==> src/rtl/rtc_alarm_pkg.sv <==
package rtc_alarm_pkg;
  localparam int REG_ADDR_W    = 2;
  localparam int CTRL_EN_BIT   = 0;
  localparam int CTRL_FLAG_BIT = 1;

  typedef enum logic [REG_ADDR_W-1:0] {
    A_MIN  = 2'd0,
    A_HOUR = 2'd1,
    A_WDAY = 2'd2,
    A_CTRL = 2'd3
  } alarm_addr_e;
endpackage

==> src/rtl/rtc_alarm_regs.sv <==
module rtc_alarm_regs
  import rtc_alarm_pkg::*;
#(
  parameter int DATA_W = 8,
  parameter int MIN_W  = 7,
  parameter int HOUR_W = 6,
  parameter int WDAYS  = 7
) (
  input  logic                  clk,
  input  logic                  rst,
  input  logic                  wr_en,
  input  logic [REG_ADDR_W-1:0] wr_addr,
  input  logic [DATA_W-1:0]     wr_data,
  input  logic [REG_ADDR_W-1:0] rd_addr,
  input  logic                  flag_i,
  output logic [MIN_W-1:0]      alm_min,
  output logic [HOUR_W-1:0]     alm_hour,
  output logic [WDAYS-1:0]      alm_mask,
  output logic                  alm_en,
  output logic                  clr_flag,
  output logic [DATA_W-1:0]     rd_data
);
  logic [MIN_W-1:0]  min_q;
  logic [HOUR_W-1:0] hour_q;
  logic [WDAYS-1:0]  mask_q;
  logic              en_q;
  logic [DATA_W-1:0] rd_q, rd_mux;
  logic              unused_wdata;

  assign unused_wdata = ^wr_data;

  always_comb begin
    rd_mux = '0;
    case (alarm_addr_e'(rd_addr))
      A_MIN:  rd_mux[MIN_W-1:0]  = min_q;
      A_HOUR: rd_mux[HOUR_W-1:0] = hour_q;
      A_WDAY: rd_mux[WDAYS-1:0]  = mask_q;
      A_CTRL: begin
        rd_mux[CTRL_EN_BIT]   = en_q;
        rd_mux[CTRL_FLAG_BIT] = flag_i;
      end
      default: rd_mux = '0;
    endcase
  end

  always_ff @(posedge clk) begin
    if (rst) begin
      min_q  <= '0;
      hour_q <= '0;
      mask_q <= '0;
      en_q   <= 1'b0;
      rd_q   <= '0;
    end else begin
      if (wr_en) begin
        case (alarm_addr_e'(wr_addr))
          A_MIN:  min_q  <= wr_data[MIN_W-1:0];
          A_HOUR: hour_q <= wr_data[HOUR_W-1:0];
          A_WDAY: mask_q <= wr_data[WDAYS-1:0];
          A_CTRL: en_q   <= wr_data[CTRL_EN_BIT];
          default: ;
        endcase
      end
      rd_q <= rd_mux;
    end
  end

  assign clr_flag = wr_en && (wr_addr == A_CTRL) && wr_data[CTRL_FLAG_BIT];
  assign alm_min  = min_q;
  assign alm_hour = hour_q;
  assign alm_mask = mask_q;
  assign alm_en   = en_q;
  assign rd_data  = rd_q;

  // enable follows a control write one cycle later
  assert_ctrl_write_R2: assert property (@(posedge clk) disable iff (rst)
    (wr_en && wr_addr == A_CTRL) |=> (alm_en == $past(wr_data[CTRL_EN_BIT])));
endmodule

==> src/rtl/rtc_alarm_match.sv <==
module rtc_alarm_match #(
  parameter int TIME_W = 8,
  parameter int MIN_W  = 7,
  parameter int HOUR_W = 6,
  parameter int WDAYS  = 7,
  parameter int WDAY_W = 3
) (
  input  logic              clk,
  input  logic              rst,
  input  logic [TIME_W-1:0] cur_sec,
  input  logic [TIME_W-1:0] cur_min,
  input  logic [TIME_W-1:0] cur_hour,
  input  logic [WDAY_W-1:0] cur_wday,
  input  logic              hold,
  input  logic [MIN_W-1:0]  alm_min,
  input  logic [HOUR_W-1:0] alm_hour,
  input  logic [WDAYS-1:0]  alm_mask,
  output logic              hit
);
  logic              sec_zero_q;
  logic              rolled;
  logic [WDAYS-1:0]  day_oh;
  logic              day_sel, min_eq, hour_eq;

  for (genvar i = 0; i < WDAYS; i++) begin : g_day
    assign day_oh[i] = (cur_wday == WDAY_W'(i));
  end

  assign day_sel = |(day_oh & alm_mask);
  assign min_eq  = (cur_min  == TIME_W'(alm_min));
  assign hour_eq = (cur_hour == TIME_W'(alm_hour));
  assign rolled  = (cur_sec == '0) && !sec_zero_q;
  assign hit     = rolled && !hold && min_eq && hour_eq && day_sel;

  always_ff @(posedge clk) begin
    if (rst) sec_zero_q <= 1'b1;
    else     sec_zero_q <= (cur_sec == '0);
  end

  // a match never lasts two consecutive cycles
  assert_single_hit_R4: assert property (@(posedge clk) disable iff (rst)
    hit |=> !hit);
endmodule

==> src/rtl/rtc_weekly_alarm.sv <==
module rtc_weekly_alarm
  import rtc_alarm_pkg::*;
#(
  parameter int DATA_W = 8,
  parameter int TIME_W = 8,
  parameter int MIN_W  = 7,
  parameter int HOUR_W = 6,
  parameter int WDAYS  = 7,
  parameter int WDAY_W = 3
) (
  input  logic              clk,
  input  logic              rst,
  input  logic [TIME_W-1:0] cur_sec,
  input  logic [TIME_W-1:0] cur_min,
  input  logic [TIME_W-1:0] cur_hour,
  input  logic [WDAY_W-1:0] cur_wday,
  input  logic              count_hold,
  input  logic              reg_we,
  input  logic [1:0]        reg_waddr,
  input  logic [DATA_W-1:0] reg_wdata,
  input  logic [1:0]        reg_raddr,
  output logic [DATA_W-1:0] reg_rdata,
  output logic              alarm_irq
);
  logic [MIN_W-1:0]  alm_min;
  logic [HOUR_W-1:0] alm_hour;
  logic [WDAYS-1:0]  alm_mask;
  logic              alm_en, clr_flag, hit, set_flag, flag_q;

  rtc_alarm_regs #(.DATA_W(DATA_W), .MIN_W(MIN_W), .HOUR_W(HOUR_W), .WDAYS(WDAYS)) u_regs (
    .clk(clk), .rst(rst), .wr_en(reg_we), .wr_addr(reg_waddr), .wr_data(reg_wdata),
    .rd_addr(reg_raddr), .flag_i(flag_q), .alm_min(alm_min), .alm_hour(alm_hour),
    .alm_mask(alm_mask), .alm_en(alm_en), .clr_flag(clr_flag), .rd_data(reg_rdata)
  );

  rtc_alarm_match #(.TIME_W(TIME_W), .MIN_W(MIN_W), .HOUR_W(HOUR_W), .WDAYS(WDAYS),
                    .WDAY_W(WDAY_W)) u_match (
    .clk(clk), .rst(rst), .cur_sec(cur_sec), .cur_min(cur_min), .cur_hour(cur_hour),
    .cur_wday(cur_wday), .hold(count_hold), .alm_min(alm_min), .alm_hour(alm_hour),
    .alm_mask(alm_mask), .hit(hit)
  );

  assign set_flag = hit && alm_en;

  always_ff @(posedge clk) begin
    if (rst)           flag_q <= 1'b0;
    else if (set_flag) flag_q <= 1'b1;
    else if (clr_flag) flag_q <= 1'b0;
  end

  assign alarm_irq = flag_q;

  // an enabled match sets the flag, even against a clear
  assert_match_sets_R3: assert property (@(posedge clk) disable iff (rst)
    (hit && alm_en) |=> alarm_irq);
  assert_set_wins_R9: assert property (@(posedge clk) disable iff (rst)
    (hit && alm_en && clr_flag) |=> alarm_irq);
  // sticky without a clear
  assert_sticky_R8: assert property (@(posedge clk) disable iff (rst)
    (alarm_irq && !clr_flag) |=> alarm_irq);
  // disabled alarm never raises the flag
  assert_gate_R6: assert property (@(posedge clk) disable iff (rst)
    (!alarm_irq && !alm_en) |=> !alarm_irq);
  // held counter never raises the flag
  assert_hold_R7: assert property (@(posedge clk) disable iff (rst)
    (!alarm_irq && count_hold) |=> !alarm_irq);
endmodule

==> config.mk <==
export PLATFORM = sky130hd
export DESIGN_NAME = rtc_weekly_alarm
export DESIGN_NICKNAME = d
export VERILOG_FILES = /design/src/rtl/rtc_alarm_pkg.sv /design/src/rtl/rtc_alarm_regs.sv /design/src/rtl/rtc_alarm_match.sv /design/src/rtl/rtc_weekly_alarm.sv
export SDC_FILE = /design/constraint.sdc
export NUM_CORES = 1
export LEC_CHECK = 0
export ABC_AREA = 1
export BUFFER_PORTS_ARGS = -buffer_cell sky130_fd_sc_hd__buf_2
export CAP_MARGIN = 10
export CORE_MARGIN = 2
export CORE_UTILIZATION = 45
export CTS_BUF_LIST = sky130_fd_sc_hd__clkbuf_8
export DETAILED_ROUTE_END_ITERATION = 12
export PLACE_DENSITY = 0.71
export SLEW_MARGIN = 10
export SYNTH_ARGS = -nofsm -noshare
export SYNTH_HDL_FRONTEND = slang
export SYNTH_HIERARCHICAL = 1
export SYNTH_SLANG_ARGS = --single-unit
export TNS_END_PERCENT = 30
==> constraint.sdc <==
create_clock -name clk -period 1.6 [get_ports clk]
set_clock_uncertainty 0.05 [all_clocks]
set_input_delay 0.08 -clock clk [delete_from_list [all_inputs] [get_ports clk]]
set_output_delay 0.08 -clock clk [all_outputs]
set_load 0.005 [all_outputs]
## Yosys cells after proc, flatten, opt, wreduce, memory -nomap -nowiden

Cells that the tools add are included.

| word-level totals | value |
|---|---|
| flip-flop bits (word level) | 31 |
| input port bits | 43 |
| output and inout port bits | 9 |
| word-level logic and storage cells | 48 |

| cells by class | value |
|---|---|
| equality and inequality tests | 14 |
| multiplexer cells | 5 |
| bitwise gates (word level) | 1 |
| reductions and logical operators | 20 |

Operator list:

| kind | number |
|---|---|
| $pmux 4 s3 | 1 |
| $eq 3x3->1 const B | 3 |
| $eq 2x2->1 const B | 4 |
| $eq 8x6->1 | 1 |
| $eq 8x7->1 | 1 |
| $logic_and 1x1->1 | 8 |
| $logic_not 8->1 | 1 |
| $pmux 2 s4 | 1 |
| $reduce_and 2->1 | 4 |
| $and 7x7->7 | 1 |
| $reduce_or 7->1 | 1 |
| $eq 3x2->1 const B | 2 |
| $eq 2x1->1 const B | 2 |
| $logic_not 2->1 | 2 |
| $eq 3x1->1 const B | 1 |
| $logic_not 3->1 | 1 |
| $logic_not 1->1 | 2 |
| $mux 1 | 2 |
| $pmux 1 s2 | 1 |
| $reduce_bool 2->1 | 1 |

## Logic depth before layout (Yosys ltp)

| depth | value |
|---|---|
| depth in word-level cells | 8 |
| depth in mapped cells | 10 |
| mapped depth without buffers | 10 |

## Modules after synthesis

The synthesis kept the hierarchy.

By module, submodules not included:

| module | times used | cells each | area each (um^2) | seq. area each (um^2) |
|---|---|---|---|---|
| rtc_alarm_regs | 1 | 168 | 1,265.0 | 560.5 |
| rtc_alarm_match | 1 | 95 | 405.4 | 20.0 |
| rtc_weekly_alarm | 1 | 5 | 40.0 | 20.0 |

## Least setup slack after synthesis

No wires, ideal clock.

| timing path | value |
|---|---|
| path kind | reg2reg |
| from | register u_regs.min_q[6] (netlist: u_regs/alm_min[6]) |
| to | register flag_q (netlist: alarm_irq) |
| library setup time | 0.066 ns |
| arrival | 0.980 ns |
| required time | 1.484 ns |
| slack | 0.504 ns |
| cell stages (with the launch flop) | 11 |
| buffers on the path | 0 |
| period minus slack after synthesis | 1.096 ns |
| path through | dfxtp_1 inv_1 nand2_1 nand2_1 nor2_1 nand2_1 nor2_1 nand2_1 nor2_1 nand2_1 a21oi_2 |

| on the way | value |
|---|---|
| longest elaborated chain between the ends | 6 |
| elaborated cells on any way between the ends | 7 |
| classes of those cells | eq/ne (1); mux (1); reduce/logical (5) |

Ends and longest elaborated chain:

| element | RTL line | text |
|---|---|---|
| start: declaration | rtc_alarm_regs.sv:23 | `logic [MIN_W-1:0] min_q;` |
| start signal: assignment | rtc_alarm_regs.sv:56 | `A_MIN: min_q <= wr_data[MIN_W-1:0];` |
| $eq 8x7->1 (*) | rtc_alarm_match.sv:30 | `assign min_eq = (cur_min == TIME_W'(alm_min));` |
| $logic_and 1x1->1 (*) (3 in series) | rtc_alarm_match.sv:33 | `assign hit = rolled && !hold && min_eq && hour_eq && day_sel;` |
| net hit | rtc_weekly_alarm.sv:28 | `logic alm_en, clr_flag, hit, set_flag, flag_q;` |
| $logic_and 1x1->1 (*) | rtc_weekly_alarm.sv:43 | `assign set_flag = hit && alm_en;` |
| $mux 1 / $reduce_bool 2->1 (equally long branches) | n/a |  |
| end signal: assignment | rtc_weekly_alarm.sv:46 | `if (rst) flag_q <= 1'b0;` |
| end signal: assignment | rtc_weekly_alarm.sv:47 | `else if (set_flag) flag_q <= 1'b1;` |
| end signal: assignment | rtc_weekly_alarm.sv:48 | `else if (clr_flag) flag_q <= 1'b0;` |
| end: declaration | rtc_weekly_alarm.sv:28 |  |

The timed path passes the listed nets; every way through them passes the cells marked *.
A chain may end at the register's enable or synchronous reset.

## Worst setup path after layout

| timing path | value |
|---|---|
| from | register u_regs.hour_q[2] (netlist: u_regs/alm_hour[2]) |
| to | register flag_q (netlist: alarm_irq) |

| on the way | value |
|---|---|
| longest elaborated chain between the ends | 5 |
| elaborated cells on any way between the ends | 6 |
| classes of those cells | eq/ne (1); mux (1); reduce/logical (4) |

Ends and longest elaborated chain:

| element | RTL line | text |
|---|---|---|
| start: declaration | rtc_alarm_regs.sv:24 | `logic [HOUR_W-1:0] hour_q;` |
| start signal: assignment | rtc_alarm_regs.sv:57 | `A_HOUR: hour_q <= wr_data[HOUR_W-1:0];` |
| $eq 8x6->1 (*) | rtc_alarm_match.sv:31 | `assign hour_eq = (cur_hour == TIME_W'(alm_hour));` |
| $logic_and 1x1->1 (*) (2 in series) | rtc_alarm_match.sv:33 |  |
| net hit | rtc_weekly_alarm.sv:28 |  |
| $logic_and 1x1->1 (*) | rtc_weekly_alarm.sv:43 |  |
| $mux 1 / $reduce_bool 2->1 (equally long branches) | n/a |  |

Marks and branches as above.

==> results.py <==
metrics = {
    "synth": {
        "synthMuxAreaShare": 0,
        "synth_area_leaders": "dfxtp_1 35%, nand2_1 16%, nand3_1 8.5%",
        "syn_inst": 268,
        "yosysSeqAreaShare": 0.351,
        "ys.warnings.count": 6,
        "syn_avg_cell_area_um2": 6.38,
        "synth_compound_area_frac": 0.0549,
        "synth_top_cell_area_share": 0.351,
        "ys_ff_latch": 30,
        "synthXorXnorAreaFrac": 0.0154,
        "synth_adder_area_share": 0,
        "synth_top_cell_by_area": "dfxtp_1",
        "synth_cell_types": 22,
        "synth_area_um2": 1710,
        "syn_nets": 311,
        "synth_top_family_by_area": "simple AND/OR/NAND/NOR gates",
        "yosys.area_share.simple": 0.451,
    },
    "routing": {
        "drc": 0,
        "drtIter0Drc": 74,
        "avgRoutedWirePerCell_um": 11.4,
        "drt_wl_total_mm": 4.11,
        "via_count": 1759,
        "via_per_inst": 4.86,
        "drt_pass1_iterations": 4,
        "ant_nets": 0,
    },
    "floorplanning": {
        "start_util": 0.467,
        "fp.dieW_um": 65.7,
        "core-area_um2": 3660,
        "die_h_um": 65.7,
        "die-area_um2": 4310,
        "ios": 52,
        "row_count": 22,
    },
    "pwr": {
        "peakVddDrop_uv": 705,
        "leakage_uw": 0.000991,
        "power.density_nw_per_um2": 823,
    },
    "timing": {
        "setup_violations": 0,
        "max_freq_ghz": 0.771,
        "fin_setup_tns_ns": 0,
        "whs_ns": 0.0383,
        "slew_violations": 0,
        "period_share": 0.810,
        "rsz0062_at_grt": "false",
        "timing.final.crit_period_ns": 1.30,
        "hold_viol": 0,
    },
    "clock_network": {
        "clk_latency_ns": 0.29,
        "ctsResizeCount": 0,
        "post-cts-setup-buffers": 0,
        "clk_pin_slew_ns": 0.06,
        "numCtsBuffers": 5,
        "htree_levels": 2,
        "cts_sinks": 30,
        "clockBufferDepth": 2,
        "cts-root-buf": "clkbuf_8",
        "cts_tree": "built",
        "holdBufCountCts": 0,
    },
    "setup_path": {
        "regToRegSetupSlack_ns": 0.30,
        "worstReg2RegEnd": "alarm_irq",
        "worst_setup_path_end_kind": "register",
        "worst_setup_path_start_kind": "register",
        "required_ns": 1.77,
        "reg2reg_depth": 10,
        "crit_type": "register to register",
        "cp_data_arrival_time_ns": 1.47,
        "critPathLaunch": "u_regs/alm_hour[2]",
        "r2r-start": "u_regs/alm_hour[2]",
        "cp_max_fo": 4,
    },
    "hold_path": {
        "hold_path_end": "u_match/sec_zero_q",
        "worstHoldStart": "cur_sec[6]",
        "hp-class": "input pin to register",
        "hold_depth": 4,
    },
    "layout": {
        "regArea_um2": 601,
        "final_cell_mix": "74 x nand2_1, 49 x buf_2, 38 x nor2_1",
        "drive_gt1_frac": 0.220,
        "fin_cells": 362,
        "fill_cells": 388,
        "fin_nets": 356,
        "area_growth_pct": 18.5,
        "n_antenna_cell": 0,
        "layout_commonest_cell": "nand2_1",
        "multi_input_area_um2": 896,
    },
    "global_route": {
        "grt_max_degree": 26,
        "grt_use_total": 0.206,
        "grt_pass1_wl_mm": 6.73,
        "antenna_found_initial": 0,
        "overflow": 0,
        "grt_pass1_vias": 1482,
    },
    "job": {
        "max-cap-violations": 0,
    },
    "outcome": {
        "status": "completed",
    },
    "placed_design": {
        "place_inst": 354,
        "numPortBuffers": 49,
        "place.gp.congestion": 0.794,
        "dp_hpwl_mm": 3.17,
    },
}
-- per-stage QoR --
| stage | cell area (um2) | util | power (uW) | worst slack, ns |
|---|---|---|---|---|
| 2_1_floorplan | 1710 | - | 970 | 0.504 |
| 3_3_place_gp | 1940 | 0.529 | 1050 | 0.341 |
| 3_5_place_dp | 1940 | 0.529 | 1060 | 0.277 |
| 4_1_cts | 2030 | 0.554 | 1680 | 0.259 |
| 5_1_grt | 2030 | 0.554 | 1770 | 0.120 |
| 6_report | 2030 | 0.554 | 1670 | 0.303 |
-- synthesized netlist by cell type --
cell,n
buf_4,5
nand3b_1,6
a21oi_1,15
conb_1,1
nor2_1,38
dfxtp_1,30
nand2_2,1
clkbuf_2,1
inv_1,30
xnor2_1,3
nand3_2,2
nand4_1,16
nand2_1,74
buf_6,2
nor2_2,2
nand3_1,29
inv_2,4
nor2_4,2
inv_4,1
a21oi_2,1
o21ai_0,2
buf_2,3
-- how the worst max path moves through the flow --
| stage | end | slack (ns) | cells after the start |
|---|---|---|---|
| after CTS | alarm_irq | 0.26 | 10 |
| after detailed placement | alarm_irq | 0.28 | 10 |
| final | alarm_irq | 0.30 | 10 |
| after global placement | alarm_irq | 0.34 | 10 |
| after floorplan | alarm_irq | 0.50 | 10 |
| after global routing | alarm_irq | 0.12 | 10 |
-- where the power goes --
part / internal (uW) / switching, uW
registers: 774 / 23.6
logic: 96.9 / 144
clock network: 340 / 289
total: 1210 / 457
-- critical path: stages (launching register included) --
cell and delay (ns):
dfxtp_1 0.40, inv_1 0.07, nand2_1 0.06, nand2_1 0.04, nor2_1 0.11, nand2_1 0.09, nor2_2 0.08, nand2_1 0.05
nor2_1 0.09, nand2_1 0.07, a21oi_2 0.12
-- flip-flops by register name, summed over array words and instances (netlist names) --
| name | count |
|---|---|
| u_regs/rd_data | 7 |
| u_regs/alm_hour | 6 |
| u_match/sec_zero_q | 1 |
| u_regs/alm_mask | 7 |
| u_regs/alm_en | 1 |
| alarm_irq | 1 |
| u_regs/alm_min | 7 |
-- kinds of logic (layout without fill, tap and decap cells) --
family | count (synthesis) | after routing
and+or+nand+nor | 170 | 170
buffers and inverters | 46 | 92
AOI/OAI and AO/OA | 18 | 18
other | 1 | 1
xor gates and xnor gates | 3 | 3
DFF | 30 | 30
-- routing by layer --
metal  GRT usage  routed length (um)  up-vias  share of wire
li1            -                   -      939              -
met1       0.288                1930      774           0.47
met2       0.316                1910       41           0.47
met3      0.0479                 226        5          0.055
met4      0.0547                  40        0         0.0097
met5           0                   0        -              0
-- area by class of cell --
cell class	count	share of cell area
Multi-Input combinational cell	192	0.442
Inverter	35	0.0660
Clock inverter	2	0.00432
Clock buffer	6	0.0407
Timing Repair Buffer	49	0.121
Sequential cell	30	0.296
Tap cell	48	0.0296
Note: power is estimated with default switching activity, not from simulation.
